### src/rtl/rsb_pkg.sv
`timescale 1ns/1ps
// Shared definitions for the receive buffer / status block.
// Assumes the error vector is ordered overrun, framing, parity from bit 0,
// which is also the order of those flags in the status register.
package rsb_pkg;
    localparam int ERR_N   = 3;
    localparam int ERR_OVR = 0;
    localparam int ERR_FRM = 1;
    localparam int ERR_PAR = 2;
    typedef logic [ERR_N-1:0] err_vec_t;
endpackage

### src/rtl/rsb_rx_store.sv
`timescale 1ns/1ps
// One-entry receive buffer with an unread-data marker.
// Assumes frame_done and buf_rd are single-cycle strobes. A read in the
// same cycle as a frame consumes the old byte first, so no overrun occurs then.
module rsb_rx_store #(
    parameter int DATA_W = 8
) (
    input  logic              clk,
    input  logic              rst_n,
    input  logic              frame_done,
    input  logic [DATA_W-1:0] frame_byte,
    input  logic              buf_rd,
    output logic [DATA_W-1:0] data_q,
    output logic              overrun_evt
);
    logic full_q;

    // Overrun: a new frame lands on unread data that is not being read now.
    assign overrun_evt = frame_done && full_q && !buf_rd;

    // Buffer contents: replaced on every completed frame.
    always_ff @(posedge clk) begin
        if (!rst_n)
            data_q <= '0;
        else if (frame_done)
            data_q <= frame_byte;
    end

    // Unread marker: a frame sets it, a read alone clears it.
    always_ff @(posedge clk) begin
        if (!rst_n)
            full_q <= 1'b0;
        else if (frame_done)
            full_q <= 1'b1;
        else if (buf_rd)
            full_q <= 1'b0;
    end
endmodule

### src/rtl/rsb_err_flags.sv
`timescale 1ns/1ps
// Bank of sticky error flags. Each flag is cleared by the clear strobe and
// set by its event. When both happen in one cycle the clear comes first, so
// the flag then reflects only the new event.
module rsb_err_flags #(
    parameter int N = 3
) (
    input  logic         clk,
    input  logic         rst_n,
    input  logic         clr,
    input  logic [N-1:0] set_vec,
    output logic [N-1:0] flag_q
);
    for (genvar g = 0; g < N; g++) begin : g_flag
        // Flag g: clear-then-set update.
        always_ff @(posedge clk) begin
            if (!rst_n)
                flag_q[g] <= 1'b0;
            else
                flag_q[g] <= (flag_q[g] && !clr) || set_vec[g];
        end
    end
endmodule

### src/rtl/rsb_tx_flag.sv
`timescale 1ns/1ps
// Transmit-busy flag. It is set by a transmit-register write and cleared by
// the end-of-transmission strobe. A write wins when both arrive together,
// because it starts a new transmission.
module rsb_tx_flag (
    input  logic clk,
    input  logic rst_n,
    input  logic tx_load,
    input  logic tx_end,
    output logic busy_q
);
    // Set/clear register with set priority.
    always_ff @(posedge clk) begin
        if (!rst_n)
            busy_q <= 1'b0;
        else if (tx_load)
            busy_q <= 1'b1;
        else if (tx_end)
            busy_q <= 1'b0;
    end
endmodule

### src/rtl/rx_status_block.sv
`timescale 1ns/1ps
// Receive buffer and status register of a serial port.
// Assumes all inputs are synchronous to clk and strobes last one cycle.
// The error inputs are meaningful only together with frame_done.
// The status register is read-only. The error bits are cleared by a buffer read.
module rx_status_block #(
    parameter int DATA_W = 8,
    parameter int STAT_W = 8
) (
    input  logic              clk,
    input  logic              rst_n,
    input  logic              frame_done,
    input  logic [DATA_W-1:0] frame_byte,
    input  logic              frame_par_bad,
    input  logic              frame_stop_bad,
    input  logic              tx_load,
    input  logic              tx_end,
    input  logic              buf_rd,
    output logic [STAT_W-1:0] status,
    output logic [DATA_W-1:0] rx_data,
    output logic              irq_rx_done,
    output logic              irq_rx_err
);
    import rsb_pkg::*;

    localparam int TX_BIT = STAT_W - 1;

    logic     overrun_evt;
    logic     tx_busy;
    err_vec_t err_set;
    err_vec_t err_q;

    rsb_rx_store #(.DATA_W(DATA_W)) u_store (
        .clk         (clk),
        .rst_n       (rst_n),
        .frame_done  (frame_done),
        .frame_byte  (frame_byte),
        .buf_rd      (buf_rd),
        .data_q      (rx_data),
        .overrun_evt (overrun_evt)
    );

    // Error events of this cycle, in status-bit order.
    always_comb begin
        err_set          = '0;
        err_set[ERR_PAR] = frame_done && frame_par_bad;
        err_set[ERR_FRM] = frame_done && frame_stop_bad;
        err_set[ERR_OVR] = overrun_evt;
    end

    rsb_err_flags #(.N(ERR_N)) u_flags (
        .clk     (clk),
        .rst_n   (rst_n),
        .clr     (buf_rd),
        .set_vec (err_set),
        .flag_q  (err_q)
    );

    rsb_tx_flag u_tx (
        .clk     (clk),
        .rst_n   (rst_n),
        .tx_load (tx_load),
        .tx_end  (tx_end),
        .busy_q  (tx_busy)
    );

    // Status assembly: busy at the top bit, errors at the bottom, the rest zero.
    always_comb begin
        status               = '0;
        status[ERR_N-1:0]    = err_q;
        status[TX_BIT]       = tx_busy;
    end

    // Interrupt pulses, one cycle after the frame, aligned with the flags.
    always_ff @(posedge clk) begin
        if (!rst_n) begin
            irq_rx_done <= 1'b0;
            irq_rx_err  <= 1'b0;
        end else begin
            irq_rx_done <= frame_done;
            irq_rx_err  <= |err_set;
        end
    end
endmodule

### config.mk
export PLATFORM = sky130hd
export DESIGN_NAME = rx_status_block
export DESIGN_NICKNAME = d
export VERILOG_FILES = /design/src/rtl/rsb_pkg.sv /design/src/rtl/rsb_rx_store.sv /design/src/rtl/rsb_err_flags.sv /design/src/rtl/rsb_tx_flag.sv /design/src/rtl/rx_status_block.sv
export SDC_FILE = /design/constraint.sdc
export NUM_CORES = 1
export LEC_CHECK = 0
export ABC_CLOCK_PERIOD_IN_PS = 1300
export BUFFER_PORTS_ARGS = -buffer_cell sky130_fd_sc_hd__buf_2
export CAP_MARGIN = 0
export CORE_MARGIN = 4
export CORE_UTILIZATION = 40
export DETAILED_ROUTE_END_ITERATION = 7
export GPL_TIMING_DRIVEN = 0
export HOLD_SLACK_MARGIN = 0.02
export PLACE_DENSITY = 0.74
export REMOVE_ABC_BUFFERS = 1
export SLEW_MARGIN = 15
export SYNTH_ARGS = -nofsm -noshare
export SYNTH_HDL_FRONTEND = slang
export SYNTH_SLANG_ARGS = --single-unit
### constraint.sdc
create_clock -name clk -period 1.3 [get_ports clk]
set_clock_uncertainty 0.2 [all_clocks]
set_input_delay 0.195 -clock clk [delete_from_list [all_inputs] [get_ports clk]]
set_output_delay 0.195 -clock clk [all_outputs]
set_load 0.02 [all_outputs]
==> key figures, run 1 <==
Status
  • Status: finished, final reports clean

Global route
  • Global Route Usage Sum: 12.8%
  • Vias in the first global route: 471
  • Initial antenna violation count: 0
  • Largest net degree at the start of global routing: 15
  • First-pass GRT wire length: 1900 um
  • Congestion Overflow GR: 0

Clocking
  • # hold bufs at CTS: 13
  • CTS resizes: 0
  • CTS H-tree lvls: 1
  • Max clock buf depth: 2
  • Clock insertion delay at the later pin of the skew report: 0.28 ns
  • CTS Root Cell: clkbuf_4
  • Clock-pin slew on the worst setup and hold paths: 0.09 ns
  • Post-CTS setup buffer count: 0
  • Sink Count: 15
  • CTS buffer count: 3
  • CTS tree: built

Worst setup path
  • Reg2reg setup slack: 0.27 ns
  • Critical Path AT: 1.18 ns
  • FF-to-FF path depth: 2
  • Critical path required time: 1.27 ns
  • Critical R2R Launch: u_store.full_q
  • Worst setup EP type: flop
  • Startpoint Class: primary input
  • CP startpoint: buf_rd
  • CP Class: primary input to flop
  • Crit path max fanout: 4
  • R2r endpoint: irq_rx_err

Hold path
  • Hold endpoint: u_store.full_q
  • Worst Hold Launch: rst_n
  • Hold Path Depth: 2
  • Hold/Removal Path Class: primary input to flop

Pwr
  • Sw frac: 26.1%
  • Comb pwr share: 18.9%
  • Pwr Density: 1070 nW/um2
  • Maximum VDD drop: 0.000600 V
  • Reg power frac: 53.4%
  • Leakage power: 0.431 nW
  • NetSw: 0.000242 W
  • Internal power: 0.000687 W
  • Clk pwr share: 27.8%

STA
  • Hold_ws: 0.0392 ns
  • Final min period: 1.21 ns
  • Setup-failing EPs final: 0
  • Maximum clock rate: 826 MHz
  • RSZ-0062 raised after global routing: no
  • Final slew viol count: 0
  • Period utilization: 93.1%
  • Setup_tns: 0 ns
  • Final Hold Vio Count: 0

Route
  • Iter 0 DRT Violations: 3
  • Final wirelength: 1210 um
  • DR vias/cell: 4.31
  • Drc violations: 0
  • Via count: 474
  • Post-DR wirelength/cell: 11.0 um
  • TritonRoute pass-1 iters: 3
  • Antenna-violating nets left: 0

Die
  • Die height: 46.3 um
  • Die Width: 46.3 um
  • Row cnt: 13
  • Starting Density: 43.9%
  • Core ar.: 1330 um2
  • I/O pins: 34
  • Die area: 2140 um2

Placement
  • Placed inst area: 708 um2
  • Gpl congestion: 0.725
  • Placed insts: 93
  • Buffers on Ports: 29

Layout
  • Finished Cell Area: 866 um2
  • Layout cell share with drive strength beyond 1: 37.9%
  • Area grow syn2layout: 47.9%
  • Fin cells: 110
  • Fin nets: 112
  • N_diodes: 0

Yosys
  • Post-Syn Area: 586 um2
  • Seq/Total Area, Yosys: 51.3%
  • Compound-Gate Fraction of Synth Area: 7.69%
  • Post-synthesis simple-gate area fraction: 17.7%
  • Largest family of logic cells by synthesized area: simple AND/OR/NAND/NOR gates
  • Xor-xnor portion of the synthesized cell area: 0%
  • Synth Area in Adders: 0%
  • Yosys cell types: 15
  • Synth Warn #: 0
  • Synth Register Bits: 15
  • Syn Area/Cell: 11.0 um2
  • Cells after Synth: 53
  • Multiplexer area fraction after synthesis: 13.7%

Job
  • Total of max-cap violations: 0
## worst max path at each step
stage,to,depth (start not counted)
6_report,irq_rx_err,4
5_1_grt,irq_rx_err,4
4_1_cts,irq_rx_err,4
3_5_place_dp,u_store.data_q[2],3
3_3_place_gp,u_store.data_q[0],3
2_1_floorplan,irq_rx_err,2
## routing by layer
layer	vias to the layer above	part of all wire [%]	track usage [%]
li1	247	-	-
met3	0	9.6	5.08
met4	0	0	5.11
met1	204	41	14.0
met2	23	50	21.7
met5	-	0	0
## power by group through the flow
stage                     combinational, W  sequential, W  clock [W]
final                             0.000175       0.000496   0.000258
after global routing              0.000192       0.000499   0.000296
after CTS                         0.000176       0.000496   0.000271
after detailed placement          0.000146       0.000507          0
after global placement            0.000145       0.000506          0
after floorplan                  0.0000520       0.000537          0
## cell usage after synthesis, drive strengths merged
library cell / instances / area [um2]
a21boi: 2 / 15.0
a21oi: 1 / 5.00
and2: 1 / 8.76
buf: 6 / 48.8
clkbuf: 1 / 3.75
conb: 1 / 3.75
dfxtp: 15 / 300
mux2i: 8 / 80.1
nand2: 2 / 7.51
nand2b: 2 / 12.5
nor2b: 10 / 62.6
nor3b: 1 / 12.5
o21a: 2 / 15.0
o31a: 1 / 10.0
## layout make-up
class	instances	area (um2)
Clock buffer	3	22.5
Clock inverter	1	5.00
Fill cell	120	468
Multi-Input combinational cell	34	244
Sequential cell	15	300
Tap cell	15	18.8
Timing Repair Buffer	42	275
## placed cells by master (no fill, tap or decap), types with 2 or more instances in the layout
| cell | netlist | routed |
|---|---|---|
| a21boi_1 | 2 | 2 |
| buf_2 | 0 | 29 |
| clkbuf_4 | 0 | 3 |
| conb_1 | 1 | 4 |
| dfxtp_1 | 15 | 15 |
| dlygate4sd3_1 | 0 | 13 |
| mux2i_1 | 8 | 8 |
| nand2_1 | 2 | 2 |
| nand2b_1 | 2 | 2 |
| nor2b_1 | 10 | 10 |
| o21a_1 | 2 | 2 |
## sequential cells by signal, summed over array words and instances (netlist names)
| signal | flops |
|---|---|
| u_store.full_q | 1 |
| irq_rx_err | 1 |
| u_store.data_q | 8 |
| irq_rx_done | 1 |
| u_flags.flag_q | 3 |
| u_tx.busy_q | 1 |
## logic make-up (layout without fill, tap and decap cells)
family	count (synthesis)	count (layout)
AO/OA/AOI/OAI	6	6
buffers and inverters	7	46
AND/OR/NAND/NOR	16	16
multiplexers	8	8
other	1	4
flip-flops	15	15
## metrics by stage
stage / utilization, % / power, W / setup WS (ns)
4_1_cts: 64.9 / 0.000944 / 0.0843
5_1_grt: 64.9 / 0.000987 / 0.0595
3_5_place_dp: 53.1 / 0.000653 / 0.200
2_1_floorplan: - / 0.000589 / 0.306
3_3_place_gp: 53.1 / 0.000650 / 0.207
6_report: 64.9 / 0.000930 / 0.0892
## worst max-delay path, cell delays in order
cell           delay (ns)
dlygate4sd3_1        0.52
buf_2                0.13
nor2b_1              0.06
o31a_2               0.27
No activity file was read; power rests on OpenSTA's default activity.
==> run 2: changes to the inputs <==
CORE_UTILIZATION = 41   (was 40)
PLACE_DENSITY = 0.75   (was 0.74)
SYNTH_HIERARCHICAL = 1   (was default)
==> key figures, run 2 <==
Worst setup path
  • Critical Path AT: 1.19 ns (about the same)
  • R2r endpoint: irq_rx_err
  • CP startpoint: frame_stop_bad
  • FF-to-FF path depth: 4 (+2)
  • CP Class: primary input to flop
  • Critical path required time: 1.28 ns (about the same)
  • Worst setup EP type: flop
  • Crit path max fanout: 2 (-2)
  • Startpoint Class: primary input
  • Critical R2R Launch: u_store/full_q
  • Reg2reg setup slack: 0.16 ns (-0.11 ns)

Layout
  • Fin nets: 113 (+0.89%)
  • Area grow syn2layout: 43.6%
  • Layout fillers: 132 (+10%)
  • Reg with most FFs: u_store/data_q
  • N_diodes: 0 (unchanged)
  • Most frequent cells in the layout: buf_2, dfxtp_1, nor2b_1
  • Layout cell share with drive strength beyond 1: 38.5% (+0.65 points)
  • Most common cell after layout, fill and taps aside: buf_2
  • Largest register FFs: 8 (unchanged)
  • Biggest regs: u_store/data_q: 8 flops, u_flags/flag_q: 3 flops

Yosys
  • Post-synth top area cell: dfxtp_1
  • Synth async-reset ratio: 0% (unchanged)
  • Most common flop cell mapped by yosys: dfxtp_1
  • Synth top cells by count: dfxtp_1, nor2b_1, mux2i_1, buf_4, o21a_1
  • Most frequent cell after synthesis: dfxtp_1
  • Post-synth EDFFs: 0 (unchanged)
  • Cells after Synth: 55 (+3.8%)
  • Syn Area/Cell: 11.0 um2 (-0.34%)
  • Post-synth top area share: 49.6% (-1.7 points)
  • Yosys cell types: 13 (-2)
  • Post-Syn Area: 606 um2 (+3.4%)
  • Seq/Total Area, Yosys: 49.6% (-1.7 points)
  • Synth top area cells: dfxtp_1, mux2i_1, nor2b_1
  • Synth Warn #: 6 (+6)
  • Synth Register Bits: 15 (unchanged)

Route
  • Post-DR wirelength/cell: 10.8 um (-1.3%)
  • Via count: 491 (+3.6%)
  • DR vias/cell: 4.42 (+2.7%)
  • Antenna-violating nets left: 0 (unchanged)
  • Iter 0 DRT Violations: 2 (-1)
  • TritonRoute pass-1 iters: 2 (-1)
  • Drc violations: 0 (unchanged)
  • Final wirelength: 1200 um (-0.41%)

Clocking
  • CTS tree: built
  • Sink Count: 15 (unchanged)
  • Max clock buf depth: 2 (unchanged)
  • CTS resizes: 0 (unchanged)
  • Clock-pin slew on the worst setup and hold paths: 0.08 ns (about the same)
  • Post-CTS setup buffer count: 0 (unchanged)
  • CTS buffer count: 3 (unchanged)
  • # hold bufs at CTS: 11 (-2)
  • Clock insertion delay at the later pin of the skew report: 0.28 ns (about the same)
  • CTS Root Cell: clkbuf_4
  • CTS H-tree lvls: 1 (unchanged)

STA
  • Setup-failing EPs final: 0 (unchanged)
  • Setup_tns: 0 ns (unchanged)
  • Period utilization: 92.6% (-0.50 points)
  • Maximum clock rate: 830 MHz (+0.54%)
  • Final min period: 1.20 ns (-0.00649 ns)
  • Hold_ws: 0.0390 ns (-0.000165 ns)
  • Final Hold Vio Count: 0 (unchanged)
  • RSZ-0062 raised after global routing: no
  • Final slew viol count: 0 (unchanged)

Global route
  • First-pass GRT wire length: 1870 um (-1.5%)
  • Global Route Usage Sum: 13.0% (+0.27 points)
  • Congestion Overflow GR: 0 (unchanged)
  • Largest net degree at the start of global routing: 16 (+1)
  • Vias in the first global route: 471 (unchanged)
  • Initial antenna violation count: 0 (unchanged)

Pwr
  • Leakage power: 0.436 nW (+1.1%)
  • Total power: 0.000934 W (+0.44%)
  • Pwr Density: 1070 nW/um2 (about the same)
  • NetSw: 0.000247 W (+2.1%)
  • Maximum VDD drop: 0.000579 V (-3.4%)
  • Sw frac: 26.5% (+0.43 points)
  • Reg power frac: 53.1% (-0.3 points)
  • Clk pwr share: 28.2% (+0.4 points)
  • Internal power: 0.000686 W (-0.14%)
  • Comb pwr share: 18.8% (about the same)

Die
  • Core ar.: 1350 um2 (+1.2%)
  • Row cnt: 13 (unchanged)
  • I/O pins: 34 (unchanged)
  • Die Width: 46.4 um (+0.37%)
  • Die area: 2160 um2 (+0.74%)
  • Die height: 46.4 um (+0.37%)
  • Starting Density: 44.9% (+0.95 points)

Placement
  • Hpwl dp: 762 um
  • Gpl congestion: 0.693 (-4.3%)
  • Buffers on Ports: 29 (unchanged)

Hold path
  • Hold/Removal Path Class: primary input to flop
  • Worst Hold Launch: tx_end
  • Hold Path Depth: 3 (+1)
  • Hold endpoint: u_tx/busy_q

Job
  • Total of max-cap violations: 0 (unchanged)

Status
  • Status: finished, final reports clean
## run 2: cell types whose count changed after synthesis, moves of 2 or more
| cell | change |
|---|---|
| a21boi_1 | -2 |
| and2_1 | +2 |
| and2_2 | +2 |
| nand2_1 | -2 |
| nand2b_1 | -2 |
| nor2b_1 | +2 |
| o21a_1 | +3 |
## run 2: worst max-delay path, stage by stage
cell and delay [ns]:
dlygate4sd3_1 0.53, buf_2 0.13, and2_2 0.16, o21a_1 0.17
## run 2: logic make-up after synthesis
kind of cell / count (synthesis) / synth area share (%)
DFF: 15 / 49.6
and+or+nand+nor: 19 / 21.5
other: 1 / 0.619
buffers and inverters: 6 / 8.06
muxes: 8 / 13.2
AOI/OAI and AO/OA: 6 / 7.02
## run 2: worst max path at each step
stage / to / slack (ns)
after detailed placement: irq_rx_err / 0.14
after floorplan: irq_rx_err / 0.21
after global placement: irq_rx_err / 0.15
after CTS: rx_data[7] / 0.10
after global routing: rx_data[0] / 0.04
final: u_flags/flag_q[1] / 0.1
## run 2: area by class of cell
| type | instances | area (um2) | area share, % |
|---|---|---|---|
| repair buffers | 40 | 255 | 29.4 |
| clock buffers | 3 | 22.5 | 2.59 |
| flip-flops and latches | 15 | 300 | 34.5 |
| well taps | 15 | 18.8 | 2.16 |
| clock inverters | 1 | 5.00 | 0.576 |
| multi-input cells | 37 | 268 | 30.8 |
## run 2: metrics by stage
step / util [%] / area [um2] / setup slack [ns] / cells
floorplan: - / 568 / 0.209 / 52
global placement: 54.2 / 732 / 0.149 / 96
detailed placement: 54.2 / 732 / 0.139 / 96
CTS: 64.4 / 870 / 0.104 / 111
global route: 64.4 / 870 / 0.0421 / 111
finish: 64.4 / 870 / 0.0956 / 111
## run 2: power by group through the flow
| stage | registers, W | logic (W) | clock network [W] |
|---|---|---|---|
| 2_1_floorplan | 0.000537 | 0.0000546 | 0 |
| 3_3_place_gp | 0.000505 | 0.000149 | 0 |
| 3_5_place_dp | 0.000506 | 0.000151 | 0 |
| 4_1_cts | 0.000496 | 0.000176 | 0.000275 |
| 5_1_grt | 0.000500 | 0.000192 | 0.000304 |
| 6_report | 0.000496 | 0.000175 | 0.000263 |
## run 2: routing by layer
layer  vias up  global-route usage, %  part of all wire [%]
met5         -                      0                     0
met4         0                   13.6                   4.3
met3         5                   2.34                   9.9
met2        24                   22.0                    48
met1       210                   12.6                    38
li1        252                      -                     -
